==> config.mk <==
export PLATFORM = sky130hd
export DESIGN_NAME = fpu_resv_tracker
export DESIGN_NICKNAME = d
export VERILOG_FILES = /design/src/rtl/fpu_resv_pkg.sv /design/src/rtl/fpu_resv_decode.sv /design/src/rtl/fpu_resv_cnt.sv /design/src/rtl/fpu_resv_tracker.sv
export SDC_FILE = /design/constraint.sdc
export NUM_CORES = 1
export LEC_CHECK = 0
export ABC_CLOCK_PERIOD_IN_PS = 5800
export BUFFER_PORTS_ARGS = -buffer_cell sky130_fd_sc_hd__buf_4
export CORE_MARGIN = 2
export CORE_UTILIZATION = 29
export CTS_CLUSTER_DIAMETER = 200
export DETAILED_ROUTE_END_ITERATION = 8
export SLEW_MARGIN = 15
export SYNTH_ARGS = -nofsm -noshare
export SYNTH_HDL_FRONTEND = slang
export SYNTH_SLANG_ARGS = --single-unit
==> constraint.sdc <==
create_clock -name clk_i -period 5.8 [get_ports clk_i]
set_input_delay 1.16 -clock clk_i [delete_from_list [all_inputs] [get_ports clk_i]]
set_output_delay 1.16 -clock clk_i [all_outputs]
set_load 0.05 [all_outputs]
==> src/rtl/fpu_resv_pkg.sv <==
package fpu_resv_pkg;
  typedef enum logic [2:0] {
    CL_FADD    = 3'd0,
    CL_FMUL    = 3'd1,
    CL_CVT_I2S = 3'd2,
    CL_CVT     = 3'd3,
    CL_FMA     = 3'd4,
    CL_DIV     = 3'd5,
    CL_SQRT    = 3'd6,
    CL_RSQRT   = 3'd7
  } op_class_e;

  typedef enum logic [1:0] {
    U_ADD  = 2'd0,
    U_MUL  = 2'd1,
    U_DIV  = 2'd2,
    U_SQRT = 2'd3
  } unit_e;

  localparam int NUM_UNITS = 4;

  localparam int HOLD_DIV_S  = 14;
  localparam int HOLD_DIV_D  = 21;
  localparam int HOLD_SQRT_S = 20;
  localparam int HOLD_SQRT_D = 35;
  localparam int HOLD_I2S    = 2;

  localparam int LAT_SHORT   = 2;
  localparam int LAT_I2S     = 4;
  localparam int LAT_FMA     = 4;
  localparam int LAT_FMA_DEP = 2;
  localparam int LAT_DIV_S   = 12;
  localparam int LAT_DIV_D   = 19;
  localparam int LAT_SQRT_S  = 18;
  localparam int LAT_SQRT_D  = 33;
  localparam int LAT_RSQ_S   = 30;
  localparam int LAT_RSQ_D   = 52;
endpackage

==> src/rtl/fpu_resv_decode.sv <==
module fpu_resv_decode
  import fpu_resv_pkg::*;
#(
  parameter int CNT_W = 6,
  parameter int LAT_W = 6
) (
  input  logic [2:0]       class_i,
  input  logic             dbl_i,
  input  logic             fma_dep_i,
  output unit_e            unit_o,
  output logic             fma_o,
  output logic [CNT_W-1:0] hold_o,
  output logic [LAT_W-1:0] lat_o
);
  op_class_e cls;
  assign cls = op_class_e'(class_i);

  always_comb begin
    unit_o = U_ADD;
    fma_o  = 1'b0;
    hold_o = CNT_W'(1);
    lat_o  = LAT_W'(LAT_SHORT);
    unique case (cls)
      CL_FADD, CL_CVT: ;
      CL_FMUL: unit_o = U_MUL;
      CL_CVT_I2S: begin
        hold_o = CNT_W'(HOLD_I2S);
        lat_o  = LAT_W'(LAT_I2S);
      end
      CL_FMA: begin
        fma_o = 1'b1;
        lat_o = fma_dep_i ? LAT_W'(LAT_FMA_DEP) : LAT_W'(LAT_FMA);
      end
      CL_DIV: begin
        unit_o = U_DIV;
        hold_o = dbl_i ? CNT_W'(HOLD_DIV_D) : CNT_W'(HOLD_DIV_S);
        lat_o  = dbl_i ? LAT_W'(LAT_DIV_D) : LAT_W'(LAT_DIV_S);
      end
      CL_SQRT: begin
        unit_o = U_SQRT;
        hold_o = dbl_i ? CNT_W'(HOLD_SQRT_D) : CNT_W'(HOLD_SQRT_S);
        lat_o  = dbl_i ? LAT_W'(LAT_SQRT_D) : LAT_W'(LAT_SQRT_S);
      end
      CL_RSQRT: begin
        unit_o = U_SQRT;
        hold_o = dbl_i ? CNT_W'(HOLD_SQRT_D) : CNT_W'(HOLD_SQRT_S);
        lat_o  = dbl_i ? LAT_W'(LAT_RSQ_D) : LAT_W'(LAT_RSQ_S);
      end
      default: ;
    endcase
  end
endmodule

==> src/rtl/fpu_resv_cnt.sv <==
module fpu_resv_cnt #(
  parameter int CNT_W = 6
) (
  input  logic             clk_i,
  input  logic             rst_ni,
  input  logic             load_i,
  input  logic [CNT_W-1:0] load_val_i,
  output logic [CNT_W-1:0] cnt_o
);
  logic [CNT_W-1:0] cnt_q;

  always_ff @(posedge clk_i or negedge rst_ni) begin
    if (!rst_ni)              cnt_q <= '0;
    else if (load_i)          cnt_q <= load_val_i;
    else if (cnt_q != '0)     cnt_q <= cnt_q - CNT_W'(1);
  end

  assign cnt_o = cnt_q;

  AST_CNT_STEP: assert property (@(posedge clk_i) disable iff (!rst_ni)
    (!load_i && cnt_q != '0) |=> (cnt_q == $past(cnt_q) - CNT_W'(1)));
  AST_CNT_HOLD_ZERO: assert property (@(posedge clk_i) disable iff (!rst_ni)
    (!load_i && cnt_q == '0) |=> (cnt_q == '0));
endmodule

==> src/rtl/fpu_resv_tracker.sv <==
module fpu_resv_tracker
  import fpu_resv_pkg::*;
#(
  parameter int CNT_W = 6,
  parameter int LAT_W = 6
) (
  input  logic             clk_i,
  input  logic             rst_ni,
  input  logic             op_valid_i,
  input  logic [2:0]       op_class_i,
  input  logic             op_dbl_i,
  input  logic             op_fma_dep_i,
  output logic             op_accept_o,
  output logic [LAT_W-1:0] op_latency_o,
  output logic [3:0]       unit_busy_o
);
  unit_e            dec_unit;
  logic             dec_fma;
  logic [CNT_W-1:0] dec_hold;
  logic [LAT_W-1:0] dec_lat;

  logic [CNT_W-1:0] cnt      [NUM_UNITS];
  logic [CNT_W-1:0] load_val [NUM_UNITS];
  logic [NUM_UNITS-1:0] load;
  logic [NUM_UNITS-1:0] unit_free;
  logic target_free;

  fpu_resv_decode #(.CNT_W(CNT_W), .LAT_W(LAT_W)) u_decode (
    .class_i  (op_class_i),
    .dbl_i    (op_dbl_i),
    .fma_dep_i(op_fma_dep_i),
    .unit_o   (dec_unit),
    .fma_o    (dec_fma),
    .hold_o   (dec_hold),
    .lat_o    (dec_lat)
  );

  for (genvar u = 0; u < NUM_UNITS; u++) begin : g_unit
    localparam bit IS_MUL = (u == int'(U_MUL));
    always_comb begin
      load[u]     = op_accept_o && ((dec_unit == unit_e'(u)) || (IS_MUL && dec_fma));
      // fma books the multiplier for exactly the next cycle
      load_val[u] = (IS_MUL && dec_fma) ? CNT_W'(1) : dec_hold - CNT_W'(1);
    end
    assign unit_free[u]   = (cnt[u] == '0);
    assign unit_busy_o[u] = !unit_free[u];

    fpu_resv_cnt #(.CNT_W(CNT_W)) u_cnt (
      .clk_i     (clk_i),
      .rst_ni    (rst_ni),
      .load_i    (load[u]),
      .load_val_i(load_val[u]),
      .cnt_o     (cnt[u])
    );
  end

  // fma: adder free now, multiplier free by next cycle
  assign target_free = dec_fma ? (unit_free[U_ADD] && (cnt[U_MUL] <= CNT_W'(1)))
                               : unit_free[dec_unit];
  assign op_accept_o  = op_valid_i && target_free;
  assign op_latency_o = dec_lat;

  AST_NO_SPURIOUS_ACCEPT: assert property (@(posedge clk_i) disable iff (!rst_ni)
    !op_valid_i |-> !op_accept_o);
  AST_DIV_NOT_BUSY: assert property (@(posedge clk_i) disable iff (!rst_ni)
    (op_accept_o && op_class_i == 3'd5) |-> !unit_busy_o[2]);
  AST_SQRT_NOT_BUSY: assert property (@(posedge clk_i) disable iff (!rst_ni)
    (op_accept_o && (op_class_i == 3'd6 || op_class_i == 3'd7)) |-> !unit_busy_o[3]);
  AST_FMA_BOOKS_MUL: assert property (@(posedge clk_i) disable iff (!rst_ni)
    (op_accept_o && op_class_i == 3'd4) |=> unit_busy_o[1]);
  AST_I2S_HOLDS_ADD: assert property (@(posedge clk_i) disable iff (!rst_ni)
    (op_accept_o && op_class_i == 3'd2) |=> unit_busy_o[0]);
  AST_DIV_HOLDS: assert property (@(posedge clk_i) disable iff (!rst_ni)
    (op_accept_o && op_class_i == 3'd5) |=> unit_busy_o[2]);
endmodule

==> impl_metrics.py, run 1 <==
metrics = {
    "status": {
        "outcome": "completed",
    },
    "synthesis": {
        "synth-main-ff-cell": "dfrtp_1",
        "syn_area_per_cell_um2": 8.45,
        "synth_cell_types": 46,
        "syn_nets": 221,
        "synth_edf_count": 0,
        "async_flop_share_pct": 100,
        "ys_ff_latch": 24,
        "syn_inst": 204,
        "yosysWarnings": 0,
        "synth_area_um2": 1720,
        "ys_seq_area_share_pct": 34.9,
    },
    "layout": {
        "seq_area_um2": 601,
        "final_nets": 235,
        "diodes": 0,
        "n_fill_cell": 632,
        "final_area_um2": 1990,
        "drive_above_1_share_pct": 12.4,
        "syn2layout_area_growth_pct": 15.4,
        "layout_commonest_cell": "dfrtp_1",
        "largest_register_ffs": 24,
        "multi_input_area_um2": 1020,
        "final_cell_mix": "dfrtp_1, nor2_1, buf_4",
    },
    "worst_setup_path": {
        "slowest_delay_ns": 0.35,
        "arrival_ns": 2.74,
        "crit_buf_inv": 3,
        "end_kind": "output port",
        "crit_path_max_fanout": 19,
        "worstSetupPathType": "in2out",
        "worst_path_most_repeated_cell": "buf_4",
        "cp.required_ns": 4.64,
        "cp-start-kind": "input pin",
        "crit_chain": "buf_4 > clkinv_1 > o31a_1 > a221o_1 > a32oi_1 > buf_4",
        "cp_slowest_cell": "o31a_1",
        "path_delay_family": "compound AO/OA/AOI/OAI gates",
    },
    "timing": {
        "tightest_slew_ns": 0.583,
        "hold_viol": 0,
        "setup-tns-final_ns": 0,
        "fmax_ghz": 0.256,
        "setup_viol": 0,
        "rsz0062_at_grt": "false",
        "slew_violations": 0,
        "period_share_pct": 67.3,
        "finClkSkew_ns": 0.00919,
        "layout_min_cycle_time_ns": 3.90,
        "relSlewSlack_pct": 60.7,
        "worst_slack_ns": 1.90,
    },
    "run": {
        "maxCapViolCount": 0,
    },
    "floorplanning": {
        "die_w_um": 81.1,
        "die_area_um2": 6570,
        "ioPinCount": 19,
        "start_util_pct": 29.6,
        "core_area_um2": 5820,
        "die_h_um": 81.1,
        "rows": 28,
    },
    "clock_network": {
        "cts_tree": "built",
        "cts_resized": 0,
        "cts-root-buf": "clkbuf_8",
        "ctsHoldBuffers": 0,
        "htreeDepth": 1,
        "cts.sinks": 24,
        "clk_pin_slew_ns": 0.09,
        "clock_latency_ns": 0.27,
        "post_cts_buffers": 0,
        "clockBufferDepth": 2,
        "cts-buffers-inserted": 3,
    },
    "drt": {
        "routedWlPerCell_um": 14.0,
        "drt_pass1_iterations": 4,
        "ant_nets": 0,
        "viasPerCell": 5.18,
        "routed_wl_um": 4090,
        "drc_errors": 0,
        "vias": 1512,
        "drtIter0Drc": 107,
    },
    "grt": {
        "grt_pass1_vias": 1386,
        "grt_usage_pct": 13.3,
        "grt_overflow": 0,
        "antenna_found_initial": 0,
        "grt_pass1_wl_um": 6810,
        "grt_max_degree": 25,
    },
    "placed_design": {
        "portBuffers": 18,
        "dp.final_hpwl_um": 3020,
        "place_area_um2": 1920,
        "place_congestion": 0.846,
        "post-place-ws_ns": 1.94,
    },
    "power": {
        "ir_drop_mv": 0.252,
        "pwr_density_cell_nw_per_um2": 399,
        "power.leakage_nw": 0.842,
    },
    "min_path": {
        "hold_class": "reg2reg",
    },
}
[per-stage QoR]
step	instances	utilization [%]	total power, W	hold slack, ns
2_1_floorplan	204	-	0.000564	0.457
3_3_place_gp	288	33.0	0.000644	0.491
3_5_place_dp	288	33.0	0.000644	0.487
4_1_cts	292	34.2	0.000798	0.507
5_1_grt	292	34.2	0.000868	0.528
6_report	292	34.2	0.000793	0.505
[cell usage after synthesis, types with 2 or more instances]
cell	count	area [um2]
dfrtp_1	24	601
nand2_1	16	60.1
o22ai_1	3	18.8
o221ai_1	4	35.0
xor2_1	5	43.8
nor4_1	3	18.8
nand2b_1	6	37.5
xnor2_1	9	78.8
ha_1	9	113
nor2_1	18	67.6
nand3b_1	2	15.0
o21ai_0	12	60.1
nor2b_1	3	18.8
nand4_1	4	25.0
a41oi_1	2	17.5
a21oi_1	5	25.0
a22oi_1	2	15.0
nor2_2	2	12.5
nand3_1	3	15.0
a32oi_1	2	17.5
nor3b_1	3	22.5
a21o_1	2	15.0
clkbuf_1	8	30.0
nor3_1	12	60.1
and2_1	2	12.5
mux2i_1	7	70.1
o31ai_1	2	15.0
inv_1	16	60.1
[layer usage]
metal  vias up  track usage (%)  routed length, um
met4         0             3.05                 37
li1        757                -                  -
met5         -                0                  0
met1       711             18.5               2010
met3         4             2.33                153
met2        40             21.4               1890
[final cells by class]
| cell class | count | area share, % |
|---|---|---|
| Inverter | 17 | 3.21 |
| Tap cell | 75 | 4.72 |
| Clock inverter | 1 | 1.51 |
| Sequential cell | 24 | 30.2 |
| Timing Repair Buffer | 18 | 6.80 |
| Multi-Input combinational cell | 154 | 51.5 |
| Clock buffer | 3 | 2.08 |
[cells by family (layout without fill, tap and decap cells)]
group / after synthesis / after routing / synth area share (%)
compound gates: 43 / 43 / 17.0
xor+xnor: 14 / 14 / 7.12
fa+ha+maj: 9 / 9 / 6.54
buf+inv: 26 / 39 / 5.74
flops: 24 / 24 / 34.9
mux: 8 / 8 / 4.72
simple gates: 80 / 80 / 24.0
[report_power, final]
part / switching [W] / internal, W
Combinational: 0.000194 / 0.000151
Sequential: 0.0000663 / 0.000233
Clock: 0.0000562 / 0.0000924
Total: 0.000317 / 0.000476
[final timing paths]
path / start / endpoint / slack (ns) / cells past startpoint
max in group asynchronous: rst_ni / g_unit[1].u_cnt.cnt_o[0] / 4.78 / 1
min in group asynchronous: rst_ni / g_unit[2].u_cnt.cnt_o[4] / 0.76 / 1
worst min register to register: g_unit[3].u_cnt.cnt_o[3] / g_unit[3].u_cnt.cnt_o[3] / 0.50 / 1
worst min-delay path: g_unit[3].u_cnt.cnt_o[3] / g_unit[3].u_cnt.cnt_o[3] / 0.50 / 1
worst max-delay path: op_class_i[2] / op_accept_o / 1.90 / 6
worst max register to register: g_unit[2].u_cnt.cnt_o[0] / g_unit[2].u_cnt.cnt_o[0] / 3.87 / 6
Power figures use the tool's default switching activity.
==> run 2, diff against run 1 <==
Settings changed: ABC_AREA from default to 1, ABC_CLOCK_PERIOD_IN_PS 5800 to 3500.
Clock period 5.8 ns to 3.5 ns, I/O delays scaled along.
==> run 2 against run 1 <==
  * Clock power rose by 10%
  * Register-to-register slack worse by 2.4 ns
  * Highest routed layer unchanged
  * Largest power group unchanged
  * Combinational power up 110%
  * Critical path type is now reg2out
  * Hold slack worse by 0.18 ns
  * Clock-buffer cell count did not move
  * First-iteration DRC count decreased by 43%
==> impl_metrics.py, run 2 <==
metrics = {
    "status": {
        "outcome": "completed",
    },
    "power": {
        "power.leakage_nw": 1.03,
        "p_clk_share_pct": 11.4,
        "comb_power_share_pct": 51.6,
        "pwr_density_cell_nw_per_um2": 733,
        "p_int_w": 0.000809,
        "ir_drop_mv": 0.255,
        "switchingPower_w": 0.000628,
        "p_seq_share_pct": 37.0,
        "swShare_pct": 43.7,
    },
    "drt": {
        "routed_wl_um": 3560,
        "drt_pass1_iterations": 4,
        "routedWlPerCell_um": 11.1,
        "vias": 1432,
        "ant_nets": 0,
        "drc_errors": 0,
        "drtIter0Drc": 61,
        "viasPerCell": 4.46,
    },
    "layout": {
        "final_nets": 268,
        "layout_commonest_cell": "nand2_1",
        "diodes": 0,
        "final_area_um2": 1960,
        "instances_no_fill": 321,
        "syn2layout_area_growth_pct": 15.7,
        "largest_register_ffs": 24,
        "drive_above_1_share_pct": 14.9,
        "final_cell_mix": "nand2_1, inv_1, dfrtp_1",
    },
    "synthesis": {
        "async_flop_share_pct": 100,
        "synth_commonest_cells": "nand2_1, inv_1, dfrtp_1, nor2_1, nand3_1",
        "synth_top_area_share_pct": 35.5,
        "yosys-top-cells-area": "dfrtp_1, nand2_1, inv_1",
        "synth_cell_types": 29,
        "synth-main-ff-cell": "dfrtp_1",
        "syn_nets": 245,
        "yosysWarnings": 0,
        "yosysMostFrequentCell": "nand2_1",
        "synth_edf_count": 0,
        "syn_area_per_cell_um2": 7.42,
        "yosys.area.top_type": "dfrtp_1",
        "syn_inst": 228,
        "ys_ff_latch": 24,
        "ys_seq_area_share_pct": 35.5,
        "synth_area_um2": 1690,
    },
    "worst_setup_path": {
        "crit_path_max_fanout": 7,
        "arrival_ns": 2.12,
        "end_kind": "output port",
        "worst_path_most_repeated_cell": "inv_1",
        "cp-startpoint": "g_unit[0].u_cnt.cnt_o[0]",
        "reg2regPathDepth": 9,
        "slowest_delay_ns": 0.39,
        "r2r_start": "g_unit[0].u_cnt.cnt_o[0]",
        "cp.required_ns": 2.80,
        "worstSetupPathType": "reg2out",
        "crit_chain": "inv_1 > ha_1 > inv_1 > nor3_4 > nand2_4 > a21boi_4 > nand2_1 > clkinv_2 > buf_4",
        "cp_slowest_cell": "dfrtp_1",
        "cp-start-kind": "flip-flop",
    },
    "placed_design": {
        "place_area_um2": 1920,
        "post-place-ws_ns": 0.917,
        "dp.final_hpwl_um": 2780,
        "dp_cells": 318,
        "place_congestion": 0.829,
        "portBuffers": 18,
    },
    "timing": {
        "setup-tns-final_ns": 0,
        "layout_min_cycle_time_ns": 2.82,
        "hold_viol": 0,
        "tightest_slew_ns": 0.369,
        "relSlewSlack_pct": 75.3,
        "worst_slack_ns": 0.677,
        "period_share_pct": 80.7,
        "rsz0062_at_grt": "false",
        "finClkSkew_ns": 0.00564,
        "fmax_ghz": 0.354,
        "setup_viol": 0,
        "slew_violations": 0,
    },
    "grt": {
        "antenna_found_initial": 0,
        "grt_max_degree": 25,
        "grt_usage_pct": 12.0,
        "grt_pass1_vias": 1385,
        "grt_pass1_wl_um": 6080,
        "grt_overflow": 0,
    },
    "clock_network": {
        "cts.sinks": 24,
        "cts-root-buf": "clkbuf_8",
        "clock_latency_ns": 0.27,
        "htreeDepth": 1,
        "post_cts_buffers": 0,
        "cts_tree": "built",
        "cts_resized": 0,
        "clockBufferDepth": 2,
        "clk_pin_slew_ns": 0.08,
        "ctsHoldBuffers": 0,
        "cts-buffers-inserted": 3,
    },
    "floorplanning": {
        "die_w_um": 80.4,
        "die_area_um2": 6460,
        "die_h_um": 80.4,
        "rows": 27,
        "core_area_um2": 5570,
        "ioPinCount": 19,
        "start_util_pct": 30.4,
    },
    "run": {
        "maxCapViolCount": 0,
    },
    "min_path": {
        "hold_class": "in2async",
    },
}
==> run 2: cell count changes after synthesis, moves of 4 or more <==
cell,delta
nand3_1,+18
nand2_1,+32
nand2b_1,-6
o221ai_1,-4
mux2i_1,-7
nor3_1,-9
clkbuf_1,-8
inv_1,+24
nor2_1,+4
xor2_1,+5
==> run 2: stage by stage <==
step                      power, W  hold WS [ns]  utilization, %
after floorplan            0.00113         0.404               -
after global placement     0.00127         0.517            34.4
after detailed placement   0.00128         0.524            34.4
after CTS                  0.00146         0.335            35.2
after global routing       0.00161         0.341            35.2
final                      0.00144         0.326            35.2
==> run 2: critical path, delay by kind of cell (launching register included) <==
kind / cells / cell delay [ns]
and+or+nand+nor: 3 / 0.57
buffers and inverters: 4 / 0.48
DFF: 1 / 0.39
AOI/OAI and AO/OA: 1 / 0.27
adders and majority gates: 1 / 0.16
==> run 2: final timing paths <==
check                                      endpoint  slack (ns)
max                                     op_accept_o        0.68
min                        g_unit[2].u_cnt.cnt_o[2]        0.33
max reg2reg                g_unit[0].u_cnt.cnt_o[0]        1.49
min reg2reg                g_unit[2].u_cnt.cnt_o[5]        0.54
max in group asynchronous  g_unit[1].u_cnt.cnt_o[0]        2.92
min in group clk_i         g_unit[2].u_cnt.cnt_o[5]        0.54
==> run 2: cell type report <==
class | instances | area [um2]
clock buffer | 3 | 41.3
sequential | 24 | 601
timing repair buffer | 18 | 135
inverter | 43 | 164
tap | 72 | 90.1
fill | 586 | 3610
multi-input combinational | 161 | 928
==> run 2: logic make-up (layout without fill, tap and decap cells) <==
family	count (synthesis)	after routing	synth area share, %
AND/OR/NAND/NOR	111	111	31.0
buffers and inverters	43	64	9.68
XOR/XNOR	17	17	8.80
adder cells (fa/ha/maj)	9	9	6.65
AO/OA/AOI/OAI	24	24	8.43
flip-flops	24	24	35.5
==> run 2: per-layer routing <==
layer | share of wire, % | GRT usage, %
met2 | 46 | 20.3
met3 | 3.5 | 3.03
met1 | 50 | 15.4
met5 | 0 | 0
met4 | 0.76 | 2.71
==> run 2: power groups by stage <==
stage                     sequential [W]  combinational (W)  clock [W]
after detailed placement        0.000539           0.000744          0
after CTS                       0.000534           0.000750   0.000173
after global routing            0.000557           0.000866   0.000184
after floorplan                 0.000514           0.000614          0
final                           0.000532           0.000741   0.000164
after global placement          0.000538           0.000736          0
